`src/rtl/sw_pkg.sv`:
```
package sw_pkg;
  localparam int unsigned SR_W   = 32;
  localparam int unsigned LO_W   = 16;
  localparam int unsigned ILEN_W = 2;
  localparam int unsigned HB_B   = 5;
  localparam int unsigned LK_B   = 15;
  localparam int unsigned TM_B   = 16;
  localparam int unsigned TP_B   = 17;
  localparam int unsigned SV_B   = 18;
  localparam int unsigned IL_LO  = 19;
  localparam logic [SR_W-1:0] SR_RST = (SR_W'(1) << SV_B) | (SR_W'(1) << LK_B);
endpackage

```
`src/rtl/sw_next.sv`:
```
module sw_next
  import sw_pkg::*;
(
  input  logic [SR_W-1:0]   sr_q_i,
  input  logic              done_i,
  input  logic              exc_i,
  input  logic              wr_sw_i,
  input  logic [LO_W-1:0]   wr_data_i,
  input  logic              ret_i,
  input  logic [SR_W-1:0]   ret_sr_i,
  input  logic              ret_pc0_i,
  input  logic [ILEN_W-1:0] ilen_i,
  output logic [SR_W-1:0]   sr_d_o
);
  always_comb begin
    sr_d_o = sr_q_i;
    if (exc_i) begin
      sr_d_o[LK_B] = 1'b1;
      sr_d_o[SV_B] = 1'b1;
      sr_d_o[TM_B] = 1'b0;
      sr_d_o[HB_B] = 1'b0;
    end else if (done_i) begin
      if (ret_i) begin
        sr_d_o                   = ret_sr_i;
        sr_d_o[SV_B]             = ret_pc0_i;
        sr_d_o[IL_LO +: ILEN_W]  = '0;
        sr_d_o[HB_B]             = 1'b0;
      end else begin
        sr_d_o[HB_B] = 1'b0;          // one-shot: consumed by this instruction
        if (wr_sw_i) sr_d_o[LO_W-1:0] = wr_data_i;
        sr_d_o[TP_B]            = 1'b1;
        sr_d_o[IL_LO +: ILEN_W] = ilen_i;
      end
    end
  end
endmodule

```
`src/rtl/sw_priv.sv`:
```
module sw_priv (
  input  logic sv_i,
  input  logic lock_i,
  input  logic done_i,
  input  logic exc_i,
  input  logic wr_sw_i,
  input  logic wr_lock_i,
  input  logic hireg_wr_i,
  input  logic ret_i,
  input  logic ret_pc0_i,
  input  logic ret_lock_i,
  output logic trap_o,
  output logic hireg_we_o
);
  logic live, lock_set, hi_bad, ret_bad;
  always_comb begin
    live       = done_i && !exc_i;
    lock_set   = wr_sw_i && !ret_i && !sv_i && !lock_i && wr_lock_i;
    hi_bad     = hireg_wr_i && !ret_i && !sv_i;
    ret_bad    = ret_i && ((!sv_i && ret_pc0_i) || (!ret_pc0_i && ret_lock_i));
    trap_o     = live && (lock_set || hi_bad || ret_bad);
    hireg_we_o = live && hireg_wr_i && !ret_i && sv_i;
  end
endmodule

```
`src/rtl/sw_trace.sv`:
```
module sw_trace (
  input  logic done_i,
  input  logic exc_i,
  input  logic dly_br_i,
  input  logic trap_i,
  input  logic tm_new_i,
  input  logic tp_new_i,
  output logic trace_o
);
  // trap outranks trace
  assign trace_o = done_i && !exc_i && !dly_br_i && !trap_i && tm_new_i && tp_new_i;
endmodule

```
`src/rtl/status_word_unit.sv`:
```
module status_word_unit
  import sw_pkg::*;
(
  input  logic              clk_i,
  input  logic              rst_ni,
  input  logic              done_i,
  input  logic [1:0]        ilen_i,
  input  logic              wr_sw_i,
  input  logic [15:0]       wr_data_i,
  input  logic              hireg_wr_i,
  input  logic              ret_i,
  input  logic [31:0]       ret_sr_i,
  input  logic              ret_pc0_i,
  input  logic              dly_br_i,
  input  logic              exc_i,
  output logic [31:0]       sr_o,
  output logic              hbank_o,
  output logic              hireg_we_o,
  output logic              priv_trap_o,
  output logic              trace_req_o
);
  logic [SR_W-1:0] sr_q, sr_d;
  logic trap_d, trace_d;

  sw_next u_next (
    .sr_q_i(sr_q), .done_i(done_i), .exc_i(exc_i), .wr_sw_i(wr_sw_i),
    .wr_data_i(wr_data_i), .ret_i(ret_i), .ret_sr_i(ret_sr_i),
    .ret_pc0_i(ret_pc0_i), .ilen_i(ilen_i), .sr_d_o(sr_d)
  );

  sw_priv u_priv (
    .sv_i(sr_q[SV_B]), .lock_i(sr_q[LK_B]), .done_i(done_i), .exc_i(exc_i),
    .wr_sw_i(wr_sw_i), .wr_lock_i(wr_data_i[LK_B]), .hireg_wr_i(hireg_wr_i),
    .ret_i(ret_i), .ret_pc0_i(ret_pc0_i), .ret_lock_i(ret_sr_i[LK_B]),
    .trap_o(trap_d), .hireg_we_o(hireg_we_o)
  );

  sw_trace u_trace (
    .done_i(done_i), .exc_i(exc_i), .dly_br_i(dly_br_i), .trap_i(trap_d),
    .tm_new_i(sr_d[TM_B]), .tp_new_i(sr_d[TP_B]), .trace_o(trace_d)
  );

  always_ff @(posedge clk_i or negedge rst_ni) begin
    if (!rst_ni) begin
      sr_q        <= SR_RST;
      priv_trap_o <= 1'b0;
      trace_req_o <= 1'b0;
    end else begin
      sr_q        <= sr_d;
      priv_trap_o <= trap_d;
      trace_req_o <= trace_d;
    end
  end

  assign sr_o    = sr_q;
  assign hbank_o = sr_q[HB_B];

  a_r2_upper_kept: assert property (@(posedge clk_i) disable iff (!rst_ni)
    (done_i && wr_sw_i && !ret_i && !exc_i) |=>
      (sr_q[31:21] == $past(sr_q[31:21]) && sr_q[SV_B] == $past(sr_q[SV_B])
       && sr_q[TM_B] == $past(sr_q[TM_B])));
  a_r3_hbank_oneshot: assert property (@(posedge clk_i) disable iff (!rst_ni)
    ((done_i || exc_i) && !(wr_sw_i && wr_data_i[HB_B] && !exc_i && !ret_i)) |=> !hbank_o);
  a_r4_hireg_user: assert property (@(posedge clk_i) disable iff (!rst_ni)
    (done_i && !exc_i && hireg_wr_i && !ret_i && !sr_o[SV_B]) |-> (!hireg_we_o ##1 priv_trap_o));
  a_r6_exc_entry: assert property (@(posedge clk_i) disable iff (!rst_ni)
    exc_i |=> (sr_o[LK_B] && sr_o[SV_B] && !sr_o[TM_B] && !priv_trap_o && !trace_req_o));
  a_r9_dly_br: assert property (@(posedge clk_i) disable iff (!rst_ni)
    (done_i && dly_br_i) |=> !trace_req_o);
  a_r10_trap_first: assert property (@(posedge clk_i) disable iff (!rst_ni)
    !(priv_trap_o && trace_req_o));
endmodule

```
`config.mk`:
```
export PLATFORM = sky130hd
export DESIGN_NAME = status_word_unit
export DESIGN_NICKNAME = d
export VERILOG_FILES = /design/src/rtl/sw_pkg.sv /design/src/rtl/sw_next.sv /design/src/rtl/sw_priv.sv /design/src/rtl/sw_trace.sv /design/src/rtl/status_word_unit.sv
export SDC_FILE = /design/constraint.sdc
export NUM_CORES = 1
export LEC_CHECK = 0
export BUFFER_PORTS_ARGS = -buffer_cell sky130_fd_sc_hd__buf_4
export CAP_MARGIN = 20
export CELL_PAD_IN_SITES_DETAIL_PLACEMENT = 1
export CELL_PAD_IN_SITES_GLOBAL_PLACEMENT = 2
export CORE_MARGIN = 5
export CORE_UTILIZATION = 27
export DETAILED_ROUTE_END_ITERATION = 10
export PLACE_DENSITY = 0.9
export SYNTH_ARGS = -nofsm -noshare
export SYNTH_HDL_FRONTEND = slang
export SYNTH_SLANG_ARGS = --single-unit
```
`constraint.sdc`:
```
create_clock -name clk_i -period 3.1 [get_ports clk_i]
set_input_delay 0.31 -clock clk_i [delete_from_list [all_inputs] [get_ports clk_i]]
set_output_delay 0.31 -clock clk_i [all_outputs]
set_load 0.01 [all_outputs]
```
==> results by group, run 1 <==
Synth
  – Post-Syn Area per Cell: around 11 um2
  – Post-synth top flop: dfrtp_1
  – Largest family of logic cells by synthesized area: compound AO/OA/AOI/OAI gates
  – Synth area leaders: dfrtp_1, o22ai_1, mux2_2
  – Mapped Area: between 0.0015 and 0.002 mm2
  – FFs w/ async S/R, synth: between 90% and 100%
  – Cell type with the largest total area after synthesis: dfrtp_1
  – Synth Area in Compound Gates: between 20% and 30%
  – Yosys reg bits: 34
  – Simple-Gate Fraction of Synth Area: 13.53%
  – Post-synth EDFFs: 0
  – Synth Net Count: between 200 and 250
  – Adder-cell share of the synthesized area: 0%
  – Yosys cell types: 32
  – Post-synthesis xor/xnor area fraction: 0%
  – Share of the synthesized area in the top cell type: ~48%
  – Seq/Total Area, Yosys: 50.97%
  – Most common cell in the synthesized netlist: dfrtp_1
  – Most frequent cells after synthesis: dfrtp_1, o22ai_1, nand2b_1
  – Syn Inst Count: between 150 and 200
  – Mux contribution to synthesized area: under 10%
  – Synth Warn #: 0

Clock tree
  – Worst-Skew Late Latency: ~0.28 ns
  – PostCTS Resize Cnt: 0
  – Clk root buf: clkbuf_8
  – CTS H-tree lvls: 2
  – Max Buffers Root-to-Sink: 2
  – Clk sink count: 34
  – CTS buffer count: 5
  – CTS clk-pin slew, worst paths: roughly 0.070 ns
  – CTS tree: built

Critical path
  – Setup crit start kind: input pin
  – Most used cell, CP: buf_4
  – CP max stage cell: nand2b_1
  – CP Class: in -> out
  – Crit path cell chain: buf_4 -> nand2b_1 -> nor3_1 -> buf_4
  – Crit-path leading delay family: simple AND/OR/NAND/NOR gates
  – CP Data Arrival Time: roughly 1.4 ns
  – CP bufs+invs: 2
  – Worst Path Max Fanout: 17
  – CP peak stage delay: 0.50 ns
  – CP Capture Type: primary output
  – WP data required: between 2 and 3 ns

STA
  – Fin. Hold Viols: 0
  – Worst-margin pin slew: a little under 0.8 ns
  – Final min period: between 1.5 and 2 ns
  – F_max: 0.5706 GHz
  – Final worst path period share: ~57%
  – Clk_skew: approximately 0.0029 ns
  – Hold Worst Slack: approximately 0.25 ns
  – Max-slew violation count: 0
  – Final setup viols: 0
  – Relative slew margins: about 48%
  – Unrepaired setup endpoints after global routing: false
  – Setup_tns: 0 ns

Floorplan
  – Die area: 0.007875 mm2
  – Die span in y: approximately 89 um
  – Initial Util: between 20 and 30%
  – Chip width: about 89 um
  – Core region area: around 0.006 mm2
  – # rows: 28
  – I/O pins: 95

Power
  – Peak VDD IR: roughly 0.25 mV
  – Cell Pwr Density: about 520 mW/mm2
  – LEAKAGE: about 1.1 nW
  – Pwr Total: ~1.3 mW

Status
  – Status: finished, final reports clean

Place
  – Dpl hpwl: around 3600 um
  – Port Buffers: 90
  – Placer congestion estimate: about 0.75
  – Placed cell count: about 300

Final layout
  – Layout cells sized above 1: approximately half
  – Non-Filler Instances: between 300 and 400
  – Nets: 294
  – Antenna cells: 0
  – Area Growth Syn to Fin: 44.92%
  – Fillers: approximately 700

Detailed routing
  – 1st-iter DRT viols: 32
  – Via count: around 1500
  – Vias per cell: slightly below 5
  – DR DRC count: 0
  – First-pass iteration count of the detailed router: 4
  – Post-Route WL: slightly above 5000 um
  – Wirelength per Cell: ~16 um
  – Final ANT Viol Nets: 0

Global routing
  – Initial antenna violation count: 0
  – Number of global-route vias before repair: ~1600
  – Overall routing resource usage: 13.22%
  – GRT overflow: 0
  – Largest net degree at the start of global routing: 35
  – Global-route wire length before repair: roughly 8100 um

Flow run
  – Maxcap violations: 0

Min path
  – Hold/Removal Path Class: in -> reg
-- registers in the layout (all words and copies together) (netlist names) --
signal       cells
priv_trap_o      1
sr_o            32
trace_req_o      1
-- logic make-up (layout without fill, tap and decap cells) --
group	after synthesis	in the layout
compound gates	53	53
simple gates	36	36
flops	34	34
buf+inv	18	102
mux	11	11
-- stage by stage --
step	cell area, um2	util [%]	setup slack (ns)
6_report	2426	40.50	1.347
5_1_grt	2426	40.50	1.151
4_1_cts	2426	40.50	1.303
3_5_place_dp	2325	38.81	1.299
3_3_place_gp	2325	38.81	1.307
2_1_floorplan	1674	-	1.784
-- placed cells by master (no fill, tap or decap), types with 2 or more instances in the layout --
cell,netlist,final
buf_4,6,90
a21oi_1,16,16
nor2b_1,2,2
o22ai_1,27,27
nand3_1,3,3
clkbuf_8,0,6
dfrtp_1,32,32
nand2_1,6,6
dfstp_2,2,2
o21ai_0,2,2
nand2b_1,17,17
inv_1,2,2
mux2_2,11,11
-- path summary, 6_finish.rpt --
kind / from / to / slack, ns / cells past startpoint
hold reg to reg: sr_o[20] / sr_o[20] / 0.47 / 2
setup reg to reg: sr_o[15] / trace_req_o / 1.81 / 3
hold / removal: exc_i / trace_req_o / 0.25 / 2
min in group asynchronous: rst_ni / sr_o[19] / 0.52 / 2
max in group asynchronous: rst_ni / sr_o[15] / 2.23 / 2
setup / recovery: exc_i / hireg_we_o / 1.35 / 4
-- repair_timing --
action / 4_1_cts / 5_1_grt
hold buffers: 1 / 0
hold endpoints to repair: 32 / 0
setup buffers: 0 / 0
-- metal layers --
layer | GRT usage [%] | vias up | share of wire, %
met2 | 21.59 | 59 | 48
li1 | - | 721 | -
met1 | 15.83 | 739 | 41
met3 | 6.052 | 5 | 11
met4 | 3.297 | 0 | 0.57
met5 | 0 | - | 0
-- final cells by class --
cell class	instances	area [um2]	area share (%)
clock buffer	7	86.33	3.559
clock inverter	1	5.005	0.2063
inverter	3	11.26	0.4642
multi-input combinational	100	690.7	28.47
sequential	34	853.3	35.17
tap	75	93.84	3.868
timing repair buffer	91	685.7	28.26
-- report_power, final --
part / switching [mW] / internal (mW) / leakage [nW]
Clock: 0.158 / 0.179 / 0.0482
Sequential: 0.0483 / 0.516 / 0.407
Combinational: 0.153 / 0.203 / 0.678
Power figures use the tool's default switching activity.
==> inputs of run 2 (changes only) <==
- CORE_UTILIZATION: 27 -> 25
- PLACE_DENSITY: 0.9 -> 0.85
- clock period: 3.1 -> 1.7 ns (I/O delays scaled with it)
==> results by group, run 2 (synthesis gave the netlist of run 1 again) <==
Status
  – Status: finished, final reports clean

Clock tree
  – Max Buffers Root-to-Sink: 2
  – Post-CTS setup buffer count: 0
  – CTS buffer count: 5
  – PostCTS Resize Cnt: 0
  – CTS H-tree lvls: 2
  – Clk sink count: 34
  – Worst-Skew Late Latency: between 0.2 and 0.3 ns
  – CTS tree: built
  – Hold_buf cts: 1
  – Clk root buf: clkbuf_8
  – CTS clk-pin slew, worst paths: approximately 0.060 ns

Detailed routing
  – DR DRC count: 0
  – Vias per cell: around 4.8
  – 1st-iter DRT viols: 49
  – Via count: between 1500 and 2000
  – Wirelength per Cell: approximately 16 um
  – First-pass iteration count of the detailed router: 2
  – Post-Route WL: between 5000 and 6000 um
  – Final ANT Viol Nets: 0

Min path
  – Worst Hold End: trace_req_o
  – Worst hold stages: 2
  – Hold/Removal Path Class: in -> reg
  – HP Start: exc_i

Critical path
  – Origin of the critical flop-to-flop path: sr_o[15]
  – CP max stage cell: dfstp_2
  – CP peak stage delay: 0.56 ns
  – Critical R2R Capture: trace_req_o
  – R2r setup slk: about 0.41 ns
  – CP Capture Type: primary output
  – Reg2Reg Depth: 3
  – CP Data Arrival Time: approximately 1.2 ns
  – Crit path cell chain: inv_1 -> nor3_1 -> buf_4
  – WP data required: roughly 1.5 ns
  – CP Class: reg -> out
  – Setup crit start kind: flip-flop
  – Worst Path Max Fanout: 4

STA
  – Unrepaired setup endpoints after global routing: false
  – Clk_skew: approximately 0.00097 ns
  – Max-slew violation count: 0
  – Fin. Hold Viols: 0
  – Setup_tns: 0 ns
  – Setup ws final: 0.3316 ns
  – Relative slew margins: around 69%
  – Final setup viols: 0
  – Final worst path period share: around 80%
  – F_max: ~0.73 GHz
  – Final min period: 1.368 ns
  – Hold Worst Slack: roughly 0.11 ns
  – Worst-margin pin slew: around 0.46 ns

Floorplan
  – I/O pins: 95
  – # rows: 29
  – Die area: ~0.0084 mm2
  – Chip width: between 90 and 100 um
  – Core region area: roughly 0.0064 mm2
  – Initial Util: between 20% and 30%
  – Die span in y: roughly 92 um

Final layout
  – Nets: 298
  – Non-Filler Instances: about 320
  – Area Growth Syn to Fin: 46.79%
  – Max FFs per register: 32
  – Design area: between 0.002 and 0.0025 mm2
  – Layout cells sized above 1: 48.75%
  – Commonest non-fill, non-tap cells in the layout: buf_4, dfrtp_1, o22ai_1
  – Most common cell after layout, fill and taps aside: buf_4
  – Antenna cells: 0
  – Final core utilization: approximately two fifths

Global routing
  – Initial antenna violation count: 0
  – Global-route wire length before repair: a little over 8000 um
  – GRT overflow: 0
  – Overall routing resource usage: 12.23%
  – Largest net degree at the start of global routing: 35
  – Number of global-route vias before repair: around 1700

Place
  – Dpl hpwl: ~3800 um
  – Area after DPL: between 0.002 and 0.0025 mm2
  – Placer congestion estimate: 0.6918
  – Port Buffers: 90
  – Pre-CTS WS: about 0.39 ns
  – Placed cell count: around 310

Flow run
  – Maxcap violations: 0

Power
  – Pwr Total: about 2.3 mW
  – LEAKAGE: around 1.1 nW
  – Peak VDD IR: roughly 0.42 mV
  – Cell Pwr Density: 938.4 mW/mm2
[run 2: worst max path at each step]
stage | to | startpoint | depth (start not counted)
global placement | trace_req_o | sr_o[15] | 3
finish | hireg_we_o | sr_o[18] | 3
detailed placement | sr_o[8] | exc_i | 5
floorplan | trace_req_o | sr_o[15] | 3
global route | hireg_we_o | sr_o[18] | 3
CTS | hireg_we_o | sr_o[18] | 3
[run 2: critical path: cells and delay by family, from the launching register on]
kind	cells	cell delay, ns
flip-flops	1	0.56
buffers and inverters	2	0.19
AND/OR/NAND/NOR	1	0.17
[run 2: final cells by class]
type	count	area, um2
Clock buffer	8	90.09
Fill cell	746	3965
Inverter	3	11.26
Multi-Input combinational cell	100	690.7
Sequential cell	34	853.3
Tap cell	77	96.34
Timing Repair Buffer	95	715.7
[run 2: per-layer routing]
layer	GRT usage, %	share of wire [%]	up-vias	wire [um]
li1	-	-	735	-
met2	19.35	45	59	2306
met3	4.992	9.3	6	480
met1	15.63	45	716	2337
met5	0	0	-	0
met4	2.970	0.74	0	38
[run 2: report_power, final]
group | internal (mW) | leakage (nW) | switching (mW)
clock network | 0.330 | 0.0455 | 0.286
registers | 0.941 | 0.407 | 0.0908
logic | 0.376 | 0.697 | 0.282
total | 1.65 | 1.15 | 0.659
==> inputs of run 3 (changes only) <==
- clock period: 1.7 -> 1.39 ns (I/O delays scaled with it)
==> results by group, run 3 (synthesis gave the netlist of run 1 again) <==
Final layout
  – Most common cell after layout, fill and taps aside: buf_4
  – Commonest non-fill, non-tap cells in the layout: buf_4, dfrtp_1, o22ai_1
  – Antenna cells: 0
  – Nets: between 300 and 400
  – Layout cells sized above 1: 50.00%
  – Area Growth Syn to Fin: 50.60%
  – Non-Filler Instances: 321
  – Design area: 0.002521 mm2
  – Max FFs per register: 32

Clock tree
  – CTS H-tree lvls: 2
  – Worst-Skew Late Latency: between 0.2 and 0.3 ns
  – Clk sink count: 34
  – CTS buffer count: 5
  – Clk root buf: clkbuf_8
  – CTS tree: built
  – CTS clk-pin slew, worst paths: approximately 0.06 ns
  – Max Buffers Root-to-Sink: 2

STA
  – Worst-margin pin slew: 0.4511 ns
  – Relative slew margins: a little over two thirds
  – Final worst path period share: approximately 95%
  – Fin. Hold Viols: 0
  – Unrepaired setup endpoints after global routing: false
  – Final min period: between 1 and 1.5 ns
  – Final setup viols: 0
  – Setup_tns: 0 ns
  – F_max: ~0.76 GHz
  – Max-slew violation count: 0
  – Clk_skew: 0.003179 ns

Power
  – Cell Pwr Density: roughly 1200 mW/mm2
  – Peak VDD IR: ~0.41 mV
  – LEAKAGE: about 1.2 nW

Global routing
  – GRT overflow: 0
  – Largest net degree at the start of global routing: 35
  – Number of global-route vias before repair: approximately 1700
  – Met2 Track Usage GR: between 15 and 20%
  – Met1 usage: about 15%
  – GR Util met3: slightly below 6%
  – Global-route wire length before repair: just over 8000 um
  – Overall routing resource usage: about an eighth
  – Initial antenna violation count: 0
  – Most used routing layer: met2

Place
  – Placed cell count: between 300 and 400
  – Placer congestion estimate: 0.6906
  – Port Buffers: 90
  – Area after DPL: 0.002392 mm2
  – Dpl hpwl: about 3800 um

Critical path
  – Worst Path Max Fanout: 4
  – Critical R2R Capture: trace_req_o
  – CP Capture Type: primary output
  – Origin of the critical flop-to-flop path: sr_o[15]
  – CP Class: reg -> out
  – R2r setup slk: 0.12 ns
  – Reg2Reg Depth: 3
  – CP Data Arrival Time: roughly 1.2 ns
  – Setup crit start kind: flip-flop
  – CP Launch Point: sr_o[18]
  – WP data required: between 1 and 1.5 ns
  – CP endpoint: hireg_we_o

Floorplan
  – # rows: 29
  – Core region area: approximately 0.0064 mm2
  – I/O pins: 95
  – Initial Util: 26.07%
  – Die span in y: roughly 92 um
  – Chip width: just over 90 um
  – Die area: between 0.008 and 0.009 mm2

Detailed routing
  – Via count: 1528
  – Post-Route WL: about 5100 um
  – Vias per cell: ~4.8
  – Final ANT Viol Nets: 0
  – DR DRC count: 0
  – Wirelength per Cell: around 16 um
  – First-pass iteration count of the detailed router: 4
  – 1st-iter DRT viols: 48

Min path
  – Hold/Removal Path Class: in -> reg

Flow run
  – Maxcap violations: 0

Status
  – Status: finished, final reports clean
[run 3: cell count changes in the layout (fill, tap and decap cells not counted)]
cell and delta:
buf_4 +3, buf_12 +1, bufinv_16 +1, clkbuf_8 -1, nor3_1 -1, nor3_2 +1
[run 3: power by group]
part	switching [mW]	internal, mW	total [mW]	leakage, nW
combinational	0.343	0.470	0.814	0.719
clock	0.346	0.537	0.883	0.0524
sequential	0.106	1.15	1.26	0.407
total	0.796	2.16	2.95	1.18
[run 3: how the worst min path moves through the flow]
stage / start / to / slack (ns) / cells past startpoint
6_report: exc_i / trace_req_o / 0.08 / 2
5_1_grt: ret_sr_i[26] / sr_o[26] / 0.07 / 2
4_1_cts: exc_i / trace_req_o / 0.07 / 2
3_5_place_dp: rst_ni / sr_o[20] / 0.13 / 1
3_3_place_gp: rst_ni / priv_trap_o / 0.13 / 1
2_1_floorplan: rst_ni / priv_trap_o / -0.16 / 0
[run 3: layout make-up]
cell class / count / area (um2)
clock inverter: 1 / 30.03
tap: 77 / 96.34
sequential: 34 / 853.3
fill: 748 / 3901
multi-input combinational: 100 / 695.7
timing repair buffer: 99 / 758.2
inverter: 3 / 11.26
clock buffer: 7 / 76.32
[run 3: timing repair]
item,4_1_cts,5_1_grt
endpoints found under the hold margin,32,0
endpoints found under the setup margin,0,1
resized for setup,0,1
setup buffers,0,1
hold buffers,1,0
[run 3: metrics by stage]
stage               power [mW]  worst slack, ns  hold WS (ns)  utilization [%]
floorplan                1.638           0.2205       -0.1566                -
global placement         2.075           0.1640        0.1269            37.25
detailed placement       2.103           0.1416        0.1291            37.25
CTS                      3.019          0.01765       0.06721            39.06
global route             3.155         0.004416       0.06645            39.26
finish                   2.954          0.06593       0.08007            39.26
[run 3: critical path, stage by stage (launching register included)]
cell,delay [ns]
dfstp_2,0.56
inv_1,0.05
nor3_2,0.16
buf_4,0.14
[run 3: layer usage]
layer | part of all wire, % | vias to the layer above
met5 | 0 | -
met4 | 0.45 | 0
met3 | 10 | 4
met2 | 46 | 61
met1 | 43 | 723
li1 | - | 740
